===== src/rtl/mcdac_pkg.sv =====
// Package: shared widths, command codes and the decoded operation type for
// the multichannel DAC serial front end. Assumes an 8-bit command byte whose
// upper nibble selects the operation and lower nibble the channel.
package mcdac_pkg;

    localparam int CMD_W  = 8;
    localparam int CH_W   = 4;
    localparam int SPAN_W = 3;

    localparam logic [CMD_W-1:0] C_LOAD   = 8'h30;
    localparam logic [CMD_W-1:0] C_SPAN   = 8'h40;
    localparam logic [CMD_W-1:0] C_PWR    = 8'h51;
    localparam logic [CMD_W-1:0] C_BCAST  = 8'h60;
    localparam logic [CMD_W-1:0] C_SRST   = 8'h70;
    localparam logic [CMD_W-1:0] C_SRC_LO = 8'h90;
    localparam logic [CMD_W-1:0] C_SRC_HI = 8'hA0;
    localparam logic [CMD_W-1:0] C_INV    = 8'hB0;
    localparam logic [CMD_W-1:0] C_SCL_LO = 8'hC0;
    localparam logic [CMD_W-1:0] C_SCL_HI = 8'hD0;

    localparam logic [3:0] G_WR_IN  = 4'h1;
    localparam logic [3:0] G_WR_DAC = 4'h2;
    localparam logic [3:0] G_RDBK   = 4'h8;

    localparam logic [15:0] SRST_KEY = 16'h1234;

    typedef enum logic [3:0] {
        OP_NONE,
        OP_WR_IN,
        OP_WR_DAC,
        OP_LOAD,
        OP_BCAST,
        OP_SPAN,
        OP_PWR,
        OP_INV,
        OP_SRC_LO,
        OP_SRC_HI,
        OP_SCL_LO,
        OP_SCL_HI,
        OP_SRST,
        OP_RDBK
    } op_e;

endpackage


===== src/rtl/mcdac_frame_rx.sv =====
// Serial frame engine. Synchronises SCLK, CS_N and MOSI into clk, shifts in
// MOSI on SCLK rising edges, and flags a frame only if exactly FRAME_W edges
// arrived before CS_N rose. Loads tx_word at CS_N fall and shifts it out on
// MISO after each SCLK falling edge. Assumes SCLK is much slower than clk.
module mcdac_frame_rx #(
    parameter int FRAME_W     = 24,
    parameter int SYNC_STAGES = 2
) (
    input  logic               clk,
    input  logic               rst_n,
    input  logic               sclk,
    input  logic               cs_n,
    input  logic               mosi,
    input  logic [FRAME_W-1:0] tx_word,
    output logic               miso,
    output logic               frame_vld,
    output logic [FRAME_W-1:0] frame_word
);

    localparam int CNT_W = $clog2(FRAME_W + 2);
    localparam logic [CNT_W-1:0] CNT_FULL = CNT_W'(FRAME_W);
    localparam logic [CNT_W-1:0] CNT_CAP  = CNT_W'(FRAME_W + 1);

    logic [SYNC_STAGES:0] sclk_p;
    logic [SYNC_STAGES:0] cs_p;
    logic [SYNC_STAGES-1:0] mosi_p;
    logic               sclk_rise, sclk_fall, cs_rise, cs_fall, cs_cur, mosi_cur;
    logic [CNT_W-1:0]   bit_cnt;
    logic [FRAME_W-1:0] rx_sh;
    logic [FRAME_W-1:0] tx_sh;

    // Synchroniser chains with one extra stage for edge detection.
    always_ff @(posedge clk) begin
        if (!rst_n) begin
            sclk_p <= '0;
            cs_p   <= '1;
            mosi_p <= '0;
        end else begin
            sclk_p <= {sclk_p[SYNC_STAGES-1:0], sclk};
            cs_p   <= {cs_p[SYNC_STAGES-1:0], cs_n};
            mosi_p <= {mosi_p[SYNC_STAGES-2:0], mosi};
        end
    end

    assign cs_cur    = cs_p[SYNC_STAGES-1];
    assign mosi_cur  = mosi_p[SYNC_STAGES-1];
    assign sclk_rise =  sclk_p[SYNC_STAGES-1] & ~sclk_p[SYNC_STAGES];
    assign sclk_fall = ~sclk_p[SYNC_STAGES-1] &  sclk_p[SYNC_STAGES];
    assign cs_rise   =  cs_p[SYNC_STAGES-1]   & ~cs_p[SYNC_STAGES];
    assign cs_fall   = ~cs_p[SYNC_STAGES-1]   &  cs_p[SYNC_STAGES];

    // Receive shift register and saturating edge counter.
    always_ff @(posedge clk) begin
        if (!rst_n) begin
            bit_cnt <= '0;
            rx_sh   <= '0;
        end else if (cs_fall) begin
            bit_cnt <= '0;
        end else if (!cs_cur && sclk_rise) begin
            rx_sh <= {rx_sh[FRAME_W-2:0], mosi_cur};
            if (bit_cnt != CNT_CAP) begin
                bit_cnt <= bit_cnt + 1'b1;
            end
        end
    end

    // Transmit shift register for readback data.
    always_ff @(posedge clk) begin
        if (!rst_n) begin
            tx_sh <= '0;
        end else if (cs_fall) begin
            tx_sh <= tx_word;
        end else if (!cs_cur && sclk_fall) begin
            tx_sh <= {tx_sh[FRAME_W-2:0], 1'b0};
        end
    end

    assign miso = tx_sh[FRAME_W-1];

    // Frame completion strobe: only an exact-length frame is passed on.
    always_ff @(posedge clk) begin
        if (!rst_n) begin
            frame_vld  <= 1'b0;
            frame_word <= '0;
        end else begin
            frame_vld <= cs_rise && (bit_cnt == CNT_FULL);
            if (cs_rise) begin
                frame_word <= rx_sh;
            end
        end
    end

endmodule


===== src/rtl/mcdac_cmd_decode.sv =====
// Command decoder. Splits a received frame into an operation, a channel
// number and a data word. Channel-addressed groups match on the upper nibble;
// every other command needs an exact byte match. A soft reset decodes only
// with the key word. Purely combinational.
module mcdac_cmd_decode
    import mcdac_pkg::*;
#(
    parameter int DW = 16
) (
    input  logic [CMD_W+DW-1:0] word,
    output op_e                 op,
    output logic [CH_W-1:0]     ch,
    output logic [DW-1:0]       data
);

    logic [CMD_W-1:0] cmd;

    assign cmd  = word[CMD_W+DW-1 -: CMD_W];
    assign ch   = cmd[CH_W-1:0];
    assign data = word[DW-1:0];

    // Map the command byte onto an operation.
    always_comb begin
        op = OP_NONE;
        case (cmd[CMD_W-1 -: 4])
            G_WR_IN:  op = OP_WR_IN;
            G_WR_DAC: op = OP_WR_DAC;
            G_RDBK:   op = OP_RDBK;
            default: begin
                case (cmd)
                    C_LOAD:   op = OP_LOAD;
                    C_BCAST:  op = OP_BCAST;
                    C_SPAN:   op = OP_SPAN;
                    C_PWR:    op = OP_PWR;
                    C_INV:    op = OP_INV;
                    C_SRC_LO: op = OP_SRC_LO;
                    C_SRC_HI: op = OP_SRC_HI;
                    C_SCL_LO: op = OP_SCL_LO;
                    C_SCL_HI: op = OP_SCL_HI;
                    C_SRST:   op = (data[15:0] == SRST_KEY) ? OP_SRST : OP_NONE;
                    default:  op = OP_NONE;
                endcase
            end
        endcase
    end

endmodule


===== src/rtl/mcdac_reg_file.sv =====
// Register file. Holds one staging and one live code register per channel,
// plus range, dither power, dither polarity, and the two-half dither source
// and scale fields. Applies one decoded operation per vld strobe and captures
// readback data. Assumes NCH <= DW and NCH <= 2**CH_W.
module mcdac_reg_file
    import mcdac_pkg::*;
#(
    parameter int NCH = 16,
    parameter int DW  = 16
) (
    input  logic              clk,
    input  logic              rst_n,
    input  logic              vld,
    input  op_e               op,
    input  logic [CH_W-1:0]   ch,
    input  logic [DW-1:0]     data,
    output logic [NCH*DW-1:0] dac_flat,
    output logic [SPAN_W-1:0] span,
    output logic [NCH-1:0]    pwr,
    output logic [NCH-1:0]    inv,
    output logic [2*NCH-1:0]  src,
    output logic [2*NCH-1:0]  scl,
    output logic [DW-1:0]     rb_word,
    output logic              soft_rst
);

    logic            srst_now;
    logic [DW-1:0]   in_q  [NCH];
    logic [DW-1:0]   dac_q [NCH];

    assign srst_now = vld && (op == OP_SRST);

    for (genvar g = 0; g < NCH; g++) begin : g_ch
        // Per-channel staging and live code registers.
        always_ff @(posedge clk) begin
            if (!rst_n || srst_now) begin
                in_q[g]  <= '0;
                dac_q[g] <= '0;
            end else if (vld) begin
                case (op)
                    OP_WR_IN:  if (ch == CH_W'(g)) in_q[g] <= data;
                    OP_WR_DAC: if (ch == CH_W'(g)) dac_q[g] <= data;
                    OP_LOAD:   dac_q[g] <= in_q[g];
                    OP_BCAST:  dac_q[g] <= data;
                    default:   ;
                endcase
            end
        end
        assign dac_flat[g*DW +: DW] = dac_q[g];
    end

    // Shared range and dither registers.
    always_ff @(posedge clk) begin
        if (!rst_n || srst_now) begin
            span <= '0;
            pwr  <= '1;
            inv  <= '0;
            src  <= '0;
            scl  <= '0;
        end else if (vld) begin
            case (op)
                OP_SPAN:   span <= data[SPAN_W-1:0];
                OP_PWR:    pwr <= data[NCH-1:0];
                OP_INV:    inv <= data[NCH-1:0];
                OP_SRC_LO: src[NCH-1:0] <= data[NCH-1:0];
                OP_SRC_HI: src[2*NCH-1:NCH] <= data[NCH-1:0];
                OP_SCL_LO: scl[NCH-1:0] <= data[NCH-1:0];
                OP_SCL_HI: scl[2*NCH-1:NCH] <= data[NCH-1:0];
                default:   ;
            endcase
        end
    end

    // Readback capture: valid for exactly the frame after the request.
    always_ff @(posedge clk) begin
        if (!rst_n) begin
            rb_word <= '0;
        end else if (vld) begin
            if (op == OP_RDBK && int'(ch) < NCH) begin
                rb_word <= dac_q[ch];
            end else begin
                rb_word <= '0;
            end
        end
    end

    // One-cycle pulse in the cycle the soft clear takes effect.
    always_ff @(posedge clk) begin
        if (!rst_n) begin
            soft_rst <= 1'b0;
        end else begin
            soft_rst <= srst_now;
        end
    end

endmodule


===== src/rtl/mcdac_spi_regs.sv =====
// Top level of the multichannel DAC serial register front end. Connects the
// frame engine, the command decoder and the register file. Readback words go
// out with a zero command byte in front.
module mcdac_spi_regs
    import mcdac_pkg::*;
#(
    parameter int NCH = 16,
    parameter int DW  = 16
) (
    input  logic              clk,
    input  logic              rst_n,
    input  logic              sclk,
    input  logic              cs_n,
    input  logic              mosi,
    output logic              miso,
    output logic [NCH*DW-1:0] dac_codes,
    output logic [SPAN_W-1:0] span_code,
    output logic [NCH-1:0]    dith_pwr,
    output logic [NCH-1:0]    dith_inv,
    output logic [2*NCH-1:0]  dith_src,
    output logic [2*NCH-1:0]  dith_scl,
    output logic              soft_rst
);

    localparam int FRAME_W = CMD_W + DW;

    logic               frame_vld;
    logic [FRAME_W-1:0] frame_word;
    logic [FRAME_W-1:0] tx_word;
    logic [DW-1:0]      rb_word;
    op_e                dec_op;
    logic [CH_W-1:0]    dec_ch;
    logic [DW-1:0]      dec_data;

    assign tx_word = {{CMD_W{1'b0}}, rb_word};

    mcdac_frame_rx #(
        .FRAME_W    (FRAME_W),
        .SYNC_STAGES(2)
    ) rx_i (
        .clk       (clk),
        .rst_n     (rst_n),
        .sclk      (sclk),
        .cs_n      (cs_n),
        .mosi      (mosi),
        .tx_word   (tx_word),
        .miso      (miso),
        .frame_vld (frame_vld),
        .frame_word(frame_word)
    );

    mcdac_cmd_decode #(
        .DW(DW)
    ) dec_i (
        .word(frame_word),
        .op  (dec_op),
        .ch  (dec_ch),
        .data(dec_data)
    );

    mcdac_reg_file #(
        .NCH(NCH),
        .DW (DW)
    ) regs_i (
        .clk     (clk),
        .rst_n   (rst_n),
        .vld     (frame_vld),
        .op      (dec_op),
        .ch      (dec_ch),
        .data    (dec_data),
        .dac_flat(dac_codes),
        .span    (span_code),
        .pwr     (dith_pwr),
        .inv     (dith_inv),
        .src     (dith_src),
        .scl     (dith_scl),
        .rb_word (rb_word),
        .soft_rst(soft_rst)
    );

endmodule


===== config.mk =====
export PLATFORM = sky130hd
export DESIGN_NAME = mcdac_spi_regs
export DESIGN_NICKNAME = d
export VERILOG_FILES = /design/src/rtl/mcdac_pkg.sv /design/src/rtl/mcdac_frame_rx.sv /design/src/rtl/mcdac_cmd_decode.sv /design/src/rtl/mcdac_reg_file.sv /design/src/rtl/mcdac_spi_regs.sv
export SDC_FILE = /design/constraint.sdc
export NUM_CORES = 1
export LEC_CHECK = 0
export ABC_AREA = 1
export CELL_PAD_IN_SITES_DETAIL_PLACEMENT = 2
export CELL_PAD_IN_SITES_GLOBAL_PLACEMENT = 2
export CORE_ASPECT_RATIO = 2
export CORE_MARGIN = 10
export CORE_UTILIZATION = 37
export CTS_BUF_LIST = sky130_fd_sc_hd__clkbuf_8
export CTS_CLUSTER_DIAMETER = 50
export CTS_CLUSTER_SIZE = 30
export DETAILED_ROUTE_END_ITERATION = 8
export GPL_TIMING_DRIVEN = 0
export PLACE_DENSITY_LB_ADDON = 0.1
export SLEW_MARGIN = 20
export SYNTH_ARGS = -nofsm -noshare
export SYNTH_HDL_FRONTEND = slang
export SYNTH_SLANG_ARGS = --single-unit

===== constraint.sdc =====
create_clock -name clk -period 3.8 [get_ports clk]
set_clock_uncertainty 0.1 [all_clocks]
set_input_delay 1.14 -clock clk [delete_from_list [all_inputs] [get_ports clk]]
set_output_delay 1.14 -clock clk [all_outputs]
set_load 0.05 [all_outputs]

==> impl_metrics.yaml <==
clock_network:
  cts_tree: "done"
  htreeDepth: 2
  clock_latency_ns: 0.79
  cts_setup_buffers: 0
  clock-root-buffer: "clkbuf_8"
  path_clk_slew_ns: 0.17
  clock_sinks: 718
  cts_hold_buf: 0
  numCtsBuffers: 45
  cts_buffer_depth: 3
  postCtsResizedCells: 44
sta:
  relSlewSlack_pct: 10.0
  setup_ws_ns: -0.0652
  final-max-slew-violation-count: 0
  finalSetupViolations: 6
  final_hold_viol_count: 0
  fmax_mhz: 259
  post-route-period-util_pct: 102
  rsz0062_at_grt: "no"
  worst_slew_pin_slew_ns: 1.35
  timing.hold.ws_ns: 0.342
  setup_tns_ns: -0.201
  min_period_ns: 3.87
logic_synthesis:
  syn_nets: 3368
  synth-edff-count: 512
  synth_area_leaders: "edfxtp_1 49%, dfxtp_1 13%, nand2_1 10%"
  ys_ff_latch: 718
  ys_warn_count: 0
  synth_common_cells: "842 x nand2_1, 523 x nand3_1, 512 x edfxtp_1"
  synth.top_cell.area_share_pct: 48.7
  synth_cell_types: 38
  synthArstFlopShare_pct: 0
  yosys.area.top_type: "edfxtp_1"
  yosysMostFrequentCell: "nand2_1"
  netlist_area_um2: 31600
  yosys_most_used_dff: "edfxtp_1"
  syn_inst: 3360
  synth.avg_cell_area_um2: 9.40
  seq_area_frac_synth_pct: 61.7
detailed_routing:
  routed_wl_um: 189000
  antenna_left: 0
  drtIter0Drc: 2348
  vias_per_cell: 5.99
  drc: 0
  routedWlPerCell_um: 38.7
  via_count: 29300
  dr.pass1.iters: 7
layout:
  nets: 3779
  fin_util_pct: 44.8
  syn_to_final_growth_pct: 20.0
  drive_gt1_share_pct: 9.61
  fin_cells: 4885
placed_design:
  dp_cells: 4797
  post-place-ws_ns: -1.40
  port_buffers: 361
  dpl.hpwl_um: 148000
  place_congestion: 1.03
run_status:
  status: "finished, violations left"
  violations: "negative setup slack"
floorplan:
  start_util_pct: 37.3
  num_io_pins: 362
  core-area_um2: 84600
  fp.dieW_um: 227
  fp.dieArea_um2: 98200
  rows: 151
  die_h_um: 433
global_route:
  grt_overflow: 0
  track_usage_pct: 38.3
  grt_antenna_before_repair: 9
  grt_pass1_vias: 31700
  grt_pass1_wl_um: 257000
  grt_max_degree: 31
critical_path:
  worstSetupEndpointType: "flip-flop"
  worstSetupPathType: "flip-flop to flip-flop"
  worstPathArrival_ns: 4.25
  rrSetupSlack_ns: -0.07
  cp.required_ns: 4.19
  cp_max_fo: 10
  rr_worst_depth: 11
  crit_path_start_kind: "flip-flop"
flow_run:
  cap_violations: 0
power:
  peakVddDrop_v: 0.000336
  p_leak_nw: 14.0
  cellPowerDensity_nw_per_um2: 393
worst_hold_path:
  min_path_type: "flip-flop to flip-flop"
  hold_path_depth: 2
## final timing paths
path                                  endpoint                             from
setup reg to reg  regs_i.dac_q[7][2]$_DFFE_PP_  rx_i.frame_word[2]$_SDFFE_PN0P_
hold / removal       rx_i.sclk_p[1]$_SDFF_PN0_        rx_i.sclk_p[0]$_SDFF_PN0_
setup / recovery  regs_i.dac_q[7][2]$_DFFE_PP_  rx_i.frame_word[2]$_SDFFE_PN0P_
hold reg to reg      rx_i.sclk_p[1]$_SDFF_PN0_        rx_i.sclk_p[0]$_SDFF_PN0_
## registers in the layout (all words and copies together), names as in the netlist, 24 cells and up, named ones only
signal	count
regs_i.dac_q	256
rx_i.rx_sh	24
regs_i.scl	32
rx_i.tx_sh	24
rx_i.frame_word	24
regs_i.in_q	256
regs_i.src	32
## worst max-delay path, stage by stage (launching register included)
cell	delay [ns]
dfxtp_1	0.35
buf_4	0.29
inv_2	0.12
nor2_2	0.32
nand2_1	0.12
nor2_2	0.33
nand4_4	0.32
nand3_1	0.23
inv_2	0.12
nand2_2	0.41
buf_2	0.59
nand3_1	0.20
## metrics by stage
step | instance area, µm² | power [mW]
final | 37900 | 14.9
after global routing | 37900 | 15.2
after CTS | 37900 | 14.9
after detailed placement | 36700 | 10.4
after global placement | 36500 | 10.4
after floorplan | 31600 | 9.60
## cell families after synthesis
kind of cell | count (synthesis) | synth area share (%)
buffers and inverters | 387 | 5.36
AOI/OAI and AO/OA | 309 | 5.30
and+or+nand+nor | 1943 | 27.5
adders and majority gates | 3 | 0.119
DFF | 718 | 61.7
## report_power, final
part	switching [mW]	internal, mW
clock	3.17	1.46
combinational	1.21	0.290
sequential	0.181	8.60
## cells in the final DEF, fill, tap and decap left out, drive strengths merged, types with 15 or more instances in the layout
cell | Yosys | layout
nand2 | 855 | 855
nand3 | 538 | 538
o211ai | 29 | 29
edfxtp | 512 | 512
nor3 | 15 | 15
inv | 114 | 138
clkdlybuf4s50 | 0 | 361
a21oi | 130 | 130
o21ai | 134 | 134
clkbuf | 137 | 181
nor2 | 438 | 438
nand4 | 90 | 90
dfxtp | 206 | 206
buf | 136 | 141
## metal layers
metal  GRT usage, %  vias to the layer above  share of wire [%]
met1           36.0                    14800                 31
li1               -                    12300                  -
met3           7.32                      692                6.4
met4           39.8                       10                 12
met5              0                        -              0.033
met2           66.4                     1491                 50
## layout make-up
cell class	count	area, µm²
fill	9255	46700
sequential	718	19500
multi-input combinational	2255	10500
timing repair buffer	366	3680
tap	1071	1340
buffer	271	1320
clock buffer	46	633
clock inverter	37	497
inverter	114	428
antenna	7	17.5
(Power assumes the default switching activity.)
